`config.mk`:
```
export PLATFORM = sky130hd
export DESIGN_NAME = cfg_data_bridge
export DESIGN_NICKNAME = d
export VERILOG_FILES = /design/src/rtl/cfg_port_pkg.sv /design/src/rtl/cfg_addr_reg.sv /design/src/rtl/cfg_lane_fmt.sv /design/src/rtl/cfg_txn_ctrl.sv /design/src/rtl/cfg_data_bridge.sv
export SDC_FILE = /design/constraint.sdc
export NUM_CORES = 1
export LEC_CHECK = 0
export BUFFER_PORTS_ARGS = -buffer_cell sky130_fd_sc_hd__buf_4
export CAP_MARGIN = 20
export CORE_MARGIN = 5
export CORE_UTILIZATION = 54
export DETAILED_ROUTE_END_ITERATION = 16
export GPL_TIMING_DRIVEN = 1
export PLACE_DENSITY = 0.85
export SETUP_SLACK_MARGIN = 0.3
export SLEW_MARGIN = 15
export SYNTH_ARGS = -nofsm -noshare
export SYNTH_HDL_FRONTEND = slang
export SYNTH_SLANG_ARGS = --single-unit
```
`constraint.sdc`:
```
create_clock -name clk -period 2.9 [get_ports clk]
set_input_delay 0.145 -clock clk [delete_from_list [all_inputs] [get_ports clk]]
set_output_delay 0.145 -clock clk [all_outputs]
set_load 0.02 [all_outputs]
```
`src/rtl/cfg_port_pkg.sv`:
```
// Package: shared size encoding and helpers for the configuration data bridge.
// Assumes host and downstream data paths are a whole number of bytes wide.
package cfg_port_pkg;

    typedef enum logic [1:0] {
        ACC_BYTE = 2'd0,
        ACC_HALF = 2'd1,
        ACC_WORD = 2'd2,
        ACC_RSVD = 2'd3
    } acc_size_e;

    typedef enum logic {
        ST_IDLE = 1'b0,
        ST_BUSY = 1'b1
    } ctrl_state_e;

    // Number of bytes an access of size s moves, on a word of word_bytes bytes.
    function automatic int unsigned acc_bytes(acc_size_e s, int unsigned word_bytes);
        case (s)
            ACC_BYTE: acc_bytes = 1;
            ACC_HALF: acc_bytes = 2;
            default:  acc_bytes = word_bytes;
        endcase
    endfunction

endpackage

```
`src/rtl/cfg_addr_reg.sv`:
```
// Module: holds the stored configuration address; its top enable bit gates the window.
// Assumes writes arrive only while the controller is idle.
module cfg_addr_reg #(
    parameter int ADDR_W = 32,
    parameter int EN_BIT = 31
) (
    input  logic              clk,
    input  logic              rst_n,
    input  logic              wr_en,
    input  logic [ADDR_W-1:0] wr_val,
    input  logic              busy,
    output logic [ADDR_W-1:0] cfg_q,
    output logic              enable
);

    // Load the full address on an accepted register write; clear on reset.
    always_ff @(posedge clk) begin
        if (!rst_n) begin
            cfg_q <= '0;
        end else if (wr_en) begin
            cfg_q <= wr_val;
        end
    end

    assign enable = cfg_q[EN_BIT];

    AST_CFG_STABLE_BUSY: assert property (@(posedge clk) disable iff (!rst_n)
        busy |=> $stable(cfg_q));

endmodule

```
`src/rtl/cfg_lane_fmt.sv`:
```
// Module: zero-extends data to the access size and optionally reverses byte order.
// Assumes the data width is a whole number of bytes; byte accesses never reorder.
module cfg_lane_fmt
    import cfg_port_pkg::*;
#(
    parameter int DATA_W     = 32,
    parameter bit BIG_ENDIAN = 1'b0
) (
    input  acc_size_e         size,
    input  logic [DATA_W-1:0] din,
    output logic [DATA_W-1:0] dout
);

    localparam int NB = DATA_W / 8;

    int unsigned nb;
    assign nb = acc_bytes(size, NB);

    generate
        if (BIG_ENDIAN) begin : g_swap
            // Keep the low nb bytes in reversed order, zero the rest.
            always_comb begin
                dout = '0;
                for (int i = 0; i < NB; i++) begin
                    if (i < int'(nb)) begin
                        dout[i*8 +: 8] = din[(int'(nb) - 1 - i)*8 +: 8];
                    end
                end
            end
        end else begin : g_pass
            // Keep the low nb bytes in place, zero the rest.
            always_comb begin
                dout = '0;
                for (int i = 0; i < NB; i++) begin
                    if (i < int'(nb)) begin
                        dout[i*8 +: 8] = din[i*8 +: 8];
                    end
                end
            end
        end
    endgenerate

endmodule

```
`src/rtl/cfg_txn_ctrl.sv`:
```
// Module: decodes host strobes, issues one downstream transaction at a time
// and produces host read responses (register, disabled default, or downstream).
// Assumes dn_done arrives only while dn_req is high.
module cfg_txn_ctrl
    import cfg_port_pkg::*;
#(
    parameter int DATA_W = 32,
    parameter int ADDR_W = 32,
    parameter int OFS_W  = 2,
    parameter int BYTE_W = 3
) (
    input  logic              clk,
    input  logic              rst_n,
    input  logic              host_sel,
    input  logic [OFS_W-1:0]  host_ofs,
    input  acc_size_e         host_size,
    input  logic              host_rd,
    input  logic              host_wr,
    input  logic [DATA_W-1:0] wdata_fmt,
    input  logic [ADDR_W-1:0] cfg_q,
    input  logic              enable,
    input  logic [DATA_W-1:0] rdata_fmt,
    input  logic              dn_done,
    output logic              host_ready,
    output logic              host_rvalid,
    output logic [DATA_W-1:0] host_rdata,
    output logic              reg_wr,
    output logic              busy,
    output logic              dn_req,
    output logic [ADDR_W-1:0] dn_addr,
    output logic [BYTE_W-1:0] dn_bytes,
    output acc_size_e         dn_size,
    output logic              dn_we,
    output logic [DATA_W-1:0] dn_wdata
);

    localparam int NB = DATA_W / 8;

    ctrl_state_e       state_q;
    acc_size_e         size_n;
    logic              accept, dat_wr, dat_rd, reg_rd;
    logic [ADDR_W-1:0] merged_addr;
    logic [DATA_W-1:0] ones_val;

    assign host_ready = (state_q == ST_IDLE);
    assign busy       = (state_q == ST_BUSY);
    assign accept     = host_ready && (host_rd || host_wr);
    assign reg_wr     = accept && host_wr && host_sel;
    assign reg_rd     = accept && !host_wr && host_sel;
    assign dat_wr     = accept && host_wr && !host_sel;
    assign dat_rd     = accept && !host_wr && !host_sel;
    assign size_n     = (host_size == ACC_RSVD) ? ACC_WORD : host_size;

    // Downstream address: word writes keep the stored address, all else merge the offset.
    always_comb begin
        if (dat_wr && size_n == ACC_WORD) begin
            merged_addr = cfg_q;
        end else begin
            merged_addr = cfg_q | {{(ADDR_W-OFS_W){1'b0}}, host_ofs};
        end
    end

    // All-ones default for a disabled read, sized to the access.
    always_comb begin
        ones_val = '0;
        for (int i = 0; i < NB; i++) begin
            if (i < int'(acc_bytes(size_n, NB))) begin
                ones_val[i*8 +: 8] = 8'hFF;
            end
        end
    end

    // Transaction sequencing and host response registers.
    always_ff @(posedge clk) begin
        if (!rst_n) begin
            state_q     <= ST_IDLE;
            dn_req      <= 1'b0;
            dn_addr     <= '0;
            dn_bytes    <= '0;
            dn_size     <= ACC_BYTE;
            dn_we       <= 1'b0;
            dn_wdata    <= '0;
            host_rvalid <= 1'b0;
            host_rdata  <= '0;
        end else begin
            host_rvalid <= 1'b0;
            case (state_q)
                ST_IDLE: begin
                    if ((dat_wr || dat_rd) && enable) begin
                        state_q  <= ST_BUSY;
                        dn_req   <= 1'b1;
                        dn_addr  <= merged_addr;
                        dn_bytes <= BYTE_W'(acc_bytes(size_n, NB));
                        dn_size  <= size_n;
                        dn_we    <= dat_wr;
                        dn_wdata <= dat_wr ? wdata_fmt : '0;
                    end else if (dat_rd) begin
                        host_rvalid <= 1'b1;
                        host_rdata  <= ones_val;
                    end else if (reg_rd) begin
                        host_rvalid <= 1'b1;
                        host_rdata  <= DATA_W'(cfg_q);
                    end
                end
                default: begin
                    if (dn_done) begin
                        state_q <= ST_IDLE;
                        dn_req  <= 1'b0;
                        if (!dn_we) begin
                            host_rvalid <= 1'b1;
                            host_rdata  <= rdata_fmt;
                        end
                    end
                end
            endcase
        end
    end

    AST_REQ_HELD: assert property (@(posedge clk) disable iff (!rst_n)
        (dn_req && !dn_done) |=> dn_req);
    AST_RVALID_NOT_BUSY: assert property (@(posedge clk) disable iff (!rst_n)
        host_rvalid |-> !dn_req);
    AST_BYTES_LEGAL: assert property (@(posedge clk) disable iff (!rst_n)
        dn_req |-> (dn_bytes == 1 || dn_bytes == 2 || dn_bytes == BYTE_W'(NB)));
    AST_REQ_ENABLED: assert property (@(posedge clk) disable iff (!rst_n)
        $rose(dn_req) |-> $past(enable));

endmodule

```
`src/rtl/cfg_data_bridge.sv`:
```
// Module: top of the configuration data window bridge. Wires the address
// register, the transaction controller and the two byte-lane formatters.
// Assumes the downstream side answers each request with one dn_done pulse.
module cfg_data_bridge
    import cfg_port_pkg::*;
#(
    parameter int DATA_W     = 32,
    parameter int ADDR_W     = 32,
    parameter int EN_BIT     = 31,
    parameter int OFS_W      = 2,
    parameter bit BIG_ENDIAN = 1'b0
) (
    input  logic              clk,
    input  logic              rst_n,
    input  logic              host_sel,
    input  logic [OFS_W-1:0]  host_ofs,
    input  logic [1:0]        host_size,
    input  logic              host_rd,
    input  logic              host_wr,
    input  logic [DATA_W-1:0] host_wdata,
    output logic              host_ready,
    output logic              host_rvalid,
    output logic [DATA_W-1:0] host_rdata,
    output logic              dn_req,
    output logic [ADDR_W-1:0] dn_addr,
    output logic [$clog2(DATA_W/8):0] dn_bytes,
    output logic              dn_we,
    output logic [DATA_W-1:0] dn_wdata,
    input  logic [DATA_W-1:0] dn_rdata,
    input  logic              dn_done
);

    localparam int BYTE_W = $clog2(DATA_W/8) + 1;

    acc_size_e         hsize, dsize;
    logic              reg_wr, enable, busy;
    logic [ADDR_W-1:0] cfg_q;
    logic [DATA_W-1:0] wdata_fmt, rdata_fmt;

    assign hsize = acc_size_e'(host_size);

    cfg_addr_reg #(.ADDR_W(ADDR_W), .EN_BIT(EN_BIT)) u_addr (
        .clk    (clk),
        .rst_n  (rst_n),
        .wr_en  (reg_wr),
        .wr_val (ADDR_W'(host_wdata)),
        .busy   (busy),
        .cfg_q  (cfg_q),
        .enable (enable)
    );

    cfg_lane_fmt #(.DATA_W(DATA_W), .BIG_ENDIAN(BIG_ENDIAN)) u_wfmt (
        .size (hsize == ACC_RSVD ? ACC_WORD : hsize),
        .din  (host_wdata),
        .dout (wdata_fmt)
    );

    cfg_lane_fmt #(.DATA_W(DATA_W), .BIG_ENDIAN(BIG_ENDIAN)) u_rfmt (
        .size (dsize),
        .din  (dn_rdata),
        .dout (rdata_fmt)
    );

    cfg_txn_ctrl #(.DATA_W(DATA_W), .ADDR_W(ADDR_W), .OFS_W(OFS_W), .BYTE_W(BYTE_W)) u_ctrl (
        .clk         (clk),
        .rst_n       (rst_n),
        .host_sel    (host_sel),
        .host_ofs    (host_ofs),
        .host_size   (hsize),
        .host_rd     (host_rd),
        .host_wr     (host_wr),
        .wdata_fmt   (wdata_fmt),
        .cfg_q       (cfg_q),
        .enable      (enable),
        .rdata_fmt   (rdata_fmt),
        .dn_done     (dn_done),
        .host_ready  (host_ready),
        .host_rvalid (host_rvalid),
        .host_rdata  (host_rdata),
        .reg_wr      (reg_wr),
        .busy        (busy),
        .dn_req      (dn_req),
        .dn_addr     (dn_addr),
        .dn_bytes    (dn_bytes),
        .dn_size     (dsize),
        .dn_we       (dn_we),
        .dn_wdata    (dn_wdata)
    );

    AST_DISABLED_READ_NO_REQ: assert property (@(posedge clk) disable iff (!rst_n)
        (host_ready && host_rd && !host_wr && !host_sel && !enable) |=> !dn_req);

endmodule

```
### After elaboration in Yosys (flattened, before gate mapping)

Cells that the tools add are included.

| storage, ports and cells | value |
|---|---|
| register bits | 137 |
| input port bits | 74 |
| word-level logic and storage cells | 82 |

| cells by class | value |
|---|---|
| order comparisons | 8 |
| equal/unequal tests | 7 |
| multiplexer cells | 35 |
| bitwise logic cells | 2 |
| reductions and logical operators | 20 |

Operators by type and width:

| cell | count |
|---|---|
| $mux 32 | 8 |
| $mux 8 | 12 |
| $or 32x2->32 | 1 |
| $lt 1x3->1 const A | 4 |
| $lt 2x3->1 const A | 4 |
| $mux 1 | 12 |
| $pmux 3 s2 | 2 |
| $logic_and 1x1->1 | 9 |
| $eq 2x1->1 const B | 2 |
| $eq 2x2->1 const B | 2 |
| $logic_not 2->1 | 2 |
| $ne 2x2->1 const B | 2 |
| $reduce_and 2->1 | 2 |
| $reduce_and 4->1 | 1 |
| $reduce_bool 3->1 | 1 |
| $logic_not 1->1 | 2 |
| $logic_or 1x1->1 | 2 |
| $mux 2 | 1 |
| $ne 2x1->1 const B | 1 |
| $reduce_bool 2->1 | 1 |
| $not 1->1 | 1 |

### Longest topological paths before layout

Gate-level depths: netlist of run 1.

| logic depth | value |
|---|---|
| word-level depth | 9 |
| mapped depth | 7 |
| depth with buffers taken out | 5 |

### By module

Synthesis of run 1 repeated with hierarchy kept, for this count alone.

| second synthesis, totals | value |
|---|---|
| cell total of the unflattened synthesis | 662 |
| area, all modules | 6,005.8 sq um |

Modules (own cells, without submodules):

| module | times used | cells an instance | area an instance (sq um) | sequential area each (sq um) |
|---|---|---|---|---|
| cfg_txn_ctrl | 1 | 482 | 4,276.6 | 2,082.0 |
| cfg_addr_reg | 1 | 104 | 1,251.2 | 640.6 |
| cfg_lane_fmt | 2 | 37 | 234.0 | 0.0 |
| cfg_data_bridge | 1 | 2 | 10.0 | 0.0 |

### Worst setup path before layout of run 1

No wires, ideal clock.

| path | value |
|---|---|
| kind | register to register |
| start | reg u_ctrl.state_q, in the netlist u_ctrl.busy |
| end | reg u_ctrl.host_rdata[31] |
| library setup time | 0.133 ns |
| arrival time | 1.470 ns |
| data required time | 2.767 ns |
| slack | 1.297 ns |
| stages on the path, launching flop included | 7 |
| period minus slack after synthesis | 1.603 ns |
| cells stage by stage | dfxtp_1 > buf_4 > nor4b_4 > buf_2 > mux2_2 > a21oi_1 > a21oi_1 |

| between the ends | value |
|---|---|
| longest elaborated chain between the ends | 8 |

RTL lines:

| what | RTL line | text |
|---|---|---|
| start: declaration | cfg_txn_ctrl.sv:39 | `ctrl_state_e state_q;` |
| start signal: assignment | cfg_txn_ctrl.sv:76 | `state_q <= ST_IDLE;` |
| start signal: assignment | cfg_txn_ctrl.sv:90 | `state_q <= ST_BUSY;` |
| start signal: assignment | cfg_txn_ctrl.sv:107 | `state_q <= ST_IDLE;` |
| $not 1->1 (no line) | n/a |  |
| $logic_and 1x1->1 | cfg_txn_ctrl.sv:47 | `assign accept = host_ready && (host_rd \|\| host_wr);` |
| $logic_and 1x1->1 (on tied branches) | cfg_txn_ctrl.sv:50, cfg_txn_ctrl.sv:49, cfg_txn_ctrl.sv:51 |  |
| $logic_and 1x1->1 (on tied branches) | cfg_txn_ctrl.sv:50, cfg_txn_ctrl.sv:51 |  |
| $logic_or 1x1->1 | cfg_txn_ctrl.sv:89 | `if ((dat_wr \|\| dat_rd) && enable) begin` |
| $logic_and 1x1->1 | cfg_txn_ctrl.sv:89 |  |
| $ne 2x1->1 (no line) | n/a |  |
| $reduce_and 4->1 (no line) | n/a |  |
| end signal: assignment | cfg_txn_ctrl.sv:99 | `host_rdata <= ones_val;` |
| end signal: assignment | cfg_txn_ctrl.sv:102 | `host_rdata <= DATA_W'(cfg_q);` |
| end signal: assignment | cfg_txn_ctrl.sv:111 | `host_rdata <= rdata_fmt;` |
| end: declaration | cfg_txn_ctrl.sv:26 | `output logic [DATA_W-1:0] host_rdata,` |

Several ways; a longest one is shown, not always the timed one. The select of a mux whose other input is x is not followed.
A chain may end at the register's enable or synchronous reset.

### Worst setup path in the final report of run 1

| path | value |
|---|---|
| start | reg u_ctrl.state_q, in the netlist u_ctrl.busy |
| end | reg u_ctrl.dn_size[0] |

| between the ends | value |
|---|---|
| longest elaborated chain between the ends | 7 |

RTL lines:

| what | RTL line | text |
|---|---|---|
| $not 1->1 (no line) * | n/a |  |
| $logic_and 1x1->1 | cfg_txn_ctrl.sv:47 |  |
| $logic_and 1x1->1 (on tied branches) (2 in series) | cfg_txn_ctrl.sv:50, cfg_txn_ctrl.sv:51 |  |
| $logic_or 1x1->1 | cfg_txn_ctrl.sv:89 |  |
| $logic_and 1x1->1 | cfg_txn_ctrl.sv:89 |  |
| $reduce_and 2->1 (no line) * | n/a |  |
| end signal: assignment | cfg_txn_ctrl.sv:94 | `dn_size <= size_n;` |
| end: declaration | cfg_txn_ctrl.sv:32 | `output acc_size_e dn_size,` |

Every way passes the cells marked *; elsewhere a longest branch is shown, timed or not.

==> metrics list, run 1 <==
- Sequential cell area fraction in the yosys report: 0.519
- Buffers added on ports: 176
* Aggregate global routing overflow: 0
- Together, buffers and inverters on the worst path number 2.
- In this run, post-CTS repair resized a total of 0 instances.
- Worst stage delay on the critical path: ~580 ps
- Final critical-path required period: 2190 ps
- Combined global-route utilization of all metal layers: 0.298
- Dominant synthesized flop cell: dfxtp_1
* Total nets after synthesis: between 600 and 700
- Counting distinct cell types in the post-synthesis netlist gives 42.
- The die covers ~12000 sq um.
* Clock-pin slew of the registers on the worst-case setup and hold paths: ~60 ps
- The via count of the first global-routing pass came to around 5500.
- In this run the worst path has a maximum fanout of 36.
- For the worst flop-to-flop path, the logic depth is 5.
- Async set or reset register ratio after synthesis: 0
- Summed negative setup slack over all endpoints: 0 ps
* Setup repair after global routing missed its margin: false
- Global-route wire length before repair: about 27000 microns
- Peak supply drop: 0.377 mV
- After the first detailed-routing iteration, the DRC count stood at ~350.
* R2r setup slk: ~710 ps
* Transition at the pin with the smallest max-transition slack: between 900 and 1000 ps
- The completed layout was analyzed and its total power is 4.61 mW.
* Post-Syn Instances: between 500 and 600
- Min-Delay Path Depth: 4
* Number of flops mapped to enable cells by yosys: 0
- Final worst-path setup slack: just over 700 ps
- CTS saw ~140 sinks.
* Routed wire length: 17300 microns
- Share of the cycle needed by the critical path after routing: 0.756
* Max-slew violations: 0
* WL/cell: around 18 microns
- Result of the run: finished clean
- On the critical path, the stage with the largest delay is an instance of dlygate4sd3_1.
- The number of antenna violations at the first check in global routing is 0.
- STA puts the critical path data required time at approximately 3300 ps.
- Hold path start: dn_rdata[31]
* Die span in x: around 110 microns
* Via density per instance: about 5.5
- Final number of hold-violating endpoints: 0
- In this run the clock root is driven by a clkbuf_8.
- Placer congestion estimate: about 0.88
- Setup slack at placement: ~770 ps
* TritonCTS Buffers: 17
- The number of setup buffers added after CTS is 0.
- Final setup violation count: 0
* Worst Skew: approximately 15 ps
- Syn avg cell area: 9.00 sq um
* Number of remaining DRC errors: 0
* Static power due to leakage: ~3.2 nW
- Number of detailed-route iterations in the first pass: 7
- Worst-path cell chain: nor3_4 -> buf_4 -> nand3b_1 -> dlygate4sd3_1 -> a21boi_0
* Core outline area: 9640 sq um
- The floorplan step set the die height to between 100 and 150 microns.
* RR Endpoint: u_ctrl.dn_size[0]
* Clock tree from TritonCTS: yes
- Count of pins on the block boundary: 177
- Max_cap viols: 0
- In this run the cell area of the synthesized design comes to 5250 sq um.
- Number of synthesis warnings: 0
- The critical path is of the reg -> reg type.
- CP top delay family: buffers and inverters
- The final layout contains 880 nets.
- Via count: ~5200
- Achievable Freq: around 460 MHz
* Hold WC Path Type: in -> reg
- Power Dens Cells: about 590 nW/um^2
- The initial utilization of the core area, before any placement, comes to 0.545.
- Pin count of the biggest net entering global routing: about 70
- # rows: 36
* Insertion delay of the later-clocked pin in the worst-skew pair: between 500 and 600 ps
- In this run the critical register-to-register path is launched from u_ctrl.busy.
- The number of antenna diodes in the final layout is 0.
* Total of flip-flops plus latches after synthesis: 136
- Setup crit end kind: flip-flop
- Detailed Place HPWL: 10500 microns
- Synthesis-to-finish area growth: 49.1%
- Data arrival at the endpoint of the critical path: 2620 ps
- Maximum number of buffers from clock root to sink: 2
- In the final layout, the share of cells above drive strength 1 is 0.271.
- Measured against its own limit, the worst slew margin works out to 0.393.
- The clock tree synthesis step divided the H-tree into 4 levels.
* Min-Delay Endpoint: u_ctrl.host_rdata[31]
- In this run the remaining antenna-violating nets after routing total 0.
* Launching element type of the critical path: flip-flop
[synth_stat cells, types with 2 or more instances]
cell type	number	area [sq um]
buf_4	4	30.0
o21ai_0	34	170
clkbuf_1	26	97.6
o21ai_1	2	10.0
nor2_1	5	18.8
nor2b_1	22	138
o22ai_1	16	100
and2_1	4	25.0
nor3_1	2	10.0
nand2b_1	2	12.5
buf_2	14	70.1
a21oi_1	19	95.1
a22o_1	15	131
a31oi_1	8	50.1
buf_6	4	45.0
a21boi_1	7	52.6
a21boi_0	60	450
inv_1	2	7.51
dfxtp_1	136	2720
nand2_1	150	563
a22oi_1	30	225
[sequential cells by signal, summed over array words and instances (netlist names)]
register,cells
u_ctrl.dn_bytes,2
u_ctrl.host_rvalid,1
u_ctrl.dn_we,1
u_addr.cfg_q,32
u_ctrl.host_rdata,32
u_ctrl.busy,1
u_ctrl.dn_wdata,32
u_ctrl.dn_req,1
u_ctrl.dn_addr,32
u_ctrl.dn_size,2
[what timing repair did]
item                                    in CTS  in global routing
hold endpoints to repair                   102                  0
hold buffers                                69                  0
endpoints found under the setup margin       0                  0
[per-layer routing]
metal,wire [microns],track usage
met2,8640,0.508
met3,1370,0.0854
met5,0,0
met1,6630,0.343
met4,624,0.146
[worst max path at each step]
| stage | from | to | slack [ps] | cells after the start |
|---|---|---|---|---|
| final | u_ctrl.busy | u_ctrl.dn_size[0] | 710 | 5 |
| after detailed placement | u_ctrl.busy | u_ctrl.host_rdata[0] | 770 | 5 |
| after global routing | u_ctrl.busy | u_ctrl.host_rdata[4] | 560 | 5 |
| after floorplan | u_ctrl.busy | u_ctrl.host_rdata[31] | 1300 | 6 |
| after CTS | u_ctrl.busy | u_ctrl.host_rdata[4] | 760 | 5 |
| after global placement | u_ctrl.busy | u_ctrl.dn_wdata[18] | 870 | 3 |
[worst reg2reg max path: stages, from the launching register on]
cell	delay (ps)
dfxtp_1	500
nor3_4	290
buf_4	410
nand3b_1	150
dlygate4sd3_1	580
a21boi_0	180
[stage by stage]
step | utilization | hold slack, ps | area, sq um | std cells
after floorplan | - | 278 | 5250 | 583
after global placement | 0.678 | 373 | 6540 | 849
after detailed placement | 0.678 | 379 | 6540 | 849
after CTS | 0.811 | 29.8 | 7820 | 950
after global routing | 0.812 | 63.0 | 7830 | 951
final | 0.812 | 57.5 | 7830 | 951
[logic make-up (layout without fill, tap and decap cells)]
| kind of cell | count (synthesis) | count (layout) | share of synthesized area |
|---|---|---|---|
| flip-flops | 136 | 136 | 0.519 |
| buffers and inverters | 51 | 286 | 0.0484 |
| AO/OA/AOI/OAI | 195 | 195 | 0.255 |
| adder cells (fa/ha/maj) | 1 | 1 | 0.00238 |
| AND/OR/NAND/NOR | 198 | 198 | 0.171 |
| multiplexers | 2 | 2 | 0.00405 |
[layout by cell type, fill, tap and decap left out, types with 2 or more instances in the layout]
master           n
o21ai_0         34
nand2_1        150
o21ai_1          2
inv_6            4
a21boi_1         7
bufinv_16        3
buf_4          183
a21oi_1         19
nor2_1           5
dfxtp_1        136
a22o_1          15
inv_1            2
a31oi_1          8
o22ai_1         16
clkbuf_16       16
nand2b_1         2
a21boi_0        60
and2_1           4
nor3_1           2
dlygate4sd3_1   69
a22oi_1         30
clkbuf_1         2
clkinvlp_4       4
nor2b_1         22
[area by class of cell]
| type | instances | area [sq um] |
|---|---|---|
| clock buffer | 19 | 422 |
| clock inverter | 13 | 169 |
| fill | 614 | 1810 |
| inverter | 2 | 7.51 |
| multi-input combinational | 396 | 2270 |
| sequential | 136 | 2720 |
| tap | 133 | 166 |
| timing repair buffer | 252 | 2060 |
[power by group]
| part | total (mW) | internal (mW) | switching [mW] |
|---|---|---|---|
| clock | 2.16 | 1.32 | 0.840 |
| combinational | 0.479 | 0.240 | 0.239 |
| sequential | 1.97 | 1.93 | 0.0430 |
Power figures use the tool's default switching activity.
==> inputs of run 2 (changes only) <==
- CORE_UTILIZATION: 54 -> 45
- PLACE_DENSITY: 0.85 -> 0.75
- clock period: 2.9 -> 1.9 ns (I/O delays scaled with it)
==> run 2 against run 1 <==
Sequential share of layout area is 0.38 points lower; clock-buffer cell count is 1 lower; sequential power is 52% higher; non-clock buffer count is 1 higher; hold slack worse by 49 ps; first-iteration DRC count is 33% higher; critical endpoint is now u_ctrl.host_rdata[6]; largest cell class unchanged.
==> metrics list, run 2 (same netlist as run 1, synthesis figures left out) <==
* Static power due to leakage: 3.22 nW (was 3.16 nW)
- Aggregate global routing overflow: 0 (unchanged)
* WL/cell: 17.4 microns (was 18.2 microns)
* WP data required: 2230 ps (was 3330 ps)
- The type of the worst min-delay path is in -> reg (unchanged).
- Final worst-path setup slack: 350 ps (was 708 ps)
- The kind of capture point of the worst setup path is a flip-flop (unchanged).
* Clock tree from TritonCTS: yes (unchanged)
- The H-tree depth reported by CTS was 4 (unchanged).
- # rows: 39 (was 36)
- The routability-driven placement congestion ratio was 0.819 (was 0.877).
* Setup slack at placement: 114 ps (was 773 ps)
* Global routing usage on met3: 0.0615 (was 0.0854)
- The I/O pin count came to 177 (unchanged).
- Die area: 13900 sq um (was 11800 sq um)
- The total of buffers placed on input and output ports came to 176 (unchanged).
- Final number of hold-violating endpoints: 0 (unchanged)
* Max-slew violations: 0 (unchanged)
- Core outline area: 11400 sq um (was 9640 sq um)
- Routed wire length: 16800 microns (was 17300 microns)
- Global-route wire length before repair: 27500 microns (was 27100 microns)
* Total Power Consumption: 6.99 mW (was 4.61 mW)
- The width of the chip was 118 microns (was 109 microns).
- The post-route minimum period was 1550 ps (was 2190 ps).
- Achievable Freq: 645 MHz (was 456 MHz)
* Proportion of layout cells with a drive suffix above 1: 0.303 (was 0.271)
- Startpoint-to-endpoint class of the critical path: reg -> reg (unchanged)
- Global routing met2 resource utilization: 0.399 (was 0.508)
- Detailed Place HPWL: 11000 microns (was 10500 microns)
- Pin count of the biggest net entering global routing: 91 (was 68)
* Final setup violation count: 0 (unchanged)
* Power Dens Cells: 881 nW/um^2 (was 589 nW/um^2)
* Via density per instance: 5.39 (was 5.51)
- The most frequent standard cell in the layout excluding fill and tap cells is buf_4 (unchanged).
- The maximum net fanout on the critical path is 9 (was 36).
- NumNets Final: 881 (was 880)
* CP max-delay cell: dfxtp_4 (was dlygate4sd3_1)
- Setup repair after global routing missed its margin: true (was false)
* Max_cap viols: 0 (unchanged)
- Number of remaining DRC errors: 0 (unchanged)
- Maximum number of buffers from clock root to sink: 2 (unchanged)
- Launching element type of the critical path: flip-flop (unchanged)
- Via count: 5187 (was 5236)
- The post-route fraction of the period consumed by the critical path is 0.816 (was 0.756).
- The routing layer with the top usage in global route is met2 (unchanged).
- Result of the run: finished clean (unchanged)
- The starting utilization of the core area was 0.460 (was 0.545).
* Insertion delay of the later-clocked pin in the worst-skew pair: 410 ps (was 520 ps)
- The via count of the first global-routing pass came to 5309 (was 5467).
- Diodes inserted: 0 (unchanged)
- The clock-pin slew on the worst setup and hold paths came to 60 ps (about the same).
- The worst slew margin relative to its limit came to 0.551 (was 0.393).
- Data arrival at the endpoint of the critical path: 1880 ps (was 2620 ps)
- The overall track demand over capacity in global routing was 0.242 (was 0.298).
- The die extent in y came to 118 microns (was 109 microns).
- The worst IR drop on VDD was 0.618 mV (was 0.377 mV).
* Synthesis-to-finish area growth: 51.1% (was 49.1%)
- The number of detailed-routing iterations run before antenna repair came to 5 (was 7).
- Worst-path cell chain: buf_12 -> o32ai_4 -> buf_4 -> nand2_2 -> o22ai_1 (was nor3_4 -> buf_4 -> nand3b_1 -> dlygate4sd3_1 -> a21boi_0).
- Transition at the pin with the smallest max-transition slack: 672 ps (was 910 ps)
- The number of antenna violations at the first check in global routing came to 0 (unchanged).
* Clock root buffer: clkbuf_16 (was clkbuf_8)
* Worst Skew: 6.58 ps (was 14.5 ps)
- The setup TNS came to 0 ps (unchanged).
- The count of clock tree sinks came to 136 (unchanged).
- Final design utilization: 0.695 (was 0.812)
* Met1 routing resource usage after global routing: 0.293 (was 0.343)
* DRT antenna net count: 0 (unchanged)
* DR iter-0 viols: 460 (was 345)
* Worst stage delay on the critical path: 370 ps (was 580 ps)
* TritonCTS Buffers: 17 (unchanged)
* Commonest non-fill, non-tap cells in the layout: buf_4 (187), nand2_1 (149), dfxtp_1 (134) (was buf_4 (183), nand2_1 (150), dfxtp_1 (136))
run 2: final cells by class:
cell class	count	area [sq um]
fill	912	3490
tap	143	179
sequential	136	2730
clock inverter	14	158
clock buffer	18	429
multi-input combinational	396	2310
inverter	2	11.3
timing repair buffer	253	2120
run 2: power by group:
group          switching, mW  internal (mW)
sequential            0.0603           2.94
clock                   1.20           2.05
combinational          0.368          0.378
total                   1.63           5.36
run 2: final timing paths:
kind,cells past startpoint,slack [ps],endpoint,start
worst min-delay path,3,9,u_ctrl.host_rdata[26],dn_rdata[26]
worst min register to register,2,460,u_ctrl.dn_addr[23],u_ctrl.dn_addr[23]
worst max register to register,5,350,u_ctrl.host_rdata[6],u_ctrl.busy
worst max-delay path,5,350,u_ctrl.host_rdata[6],u_ctrl.busy
run 2: routing by layer:
metal,up-vias,share of wire
met4,0,0.034
li1,2476,-
met1,2434,0.41
met3,46,0.065
met2,231,0.49
met5,-,0
run 2: repair_timing:
item,CTS,global route
endpoints found under the hold margin,89,0
hold buffers,57,0
gates resized for setup,12,14
pin swaps,0,1
buffers inserted,0,5
setup endpoints to repair,63,60
run 2: worst max-delay path, delay by kind of cell, from the launching register on:
family | cells | cell delay [ps]
AO/OA/AOI/OAI | 2 | 570
AND/OR/NAND/NOR | 1 | 150
buffers and inverters | 2 | 390
flip-flops | 1 | 370
run 2: per-stage QoR:
stage	cell area [sq um]	hold slack (ps)	cells
after floorplan	5250	228	583
after global placement	6640	327	868
after detailed placement	6640	335	868
after CTS	7830	0.482	957
after global routing	7930	1.48	962
final	7930	8.85	962
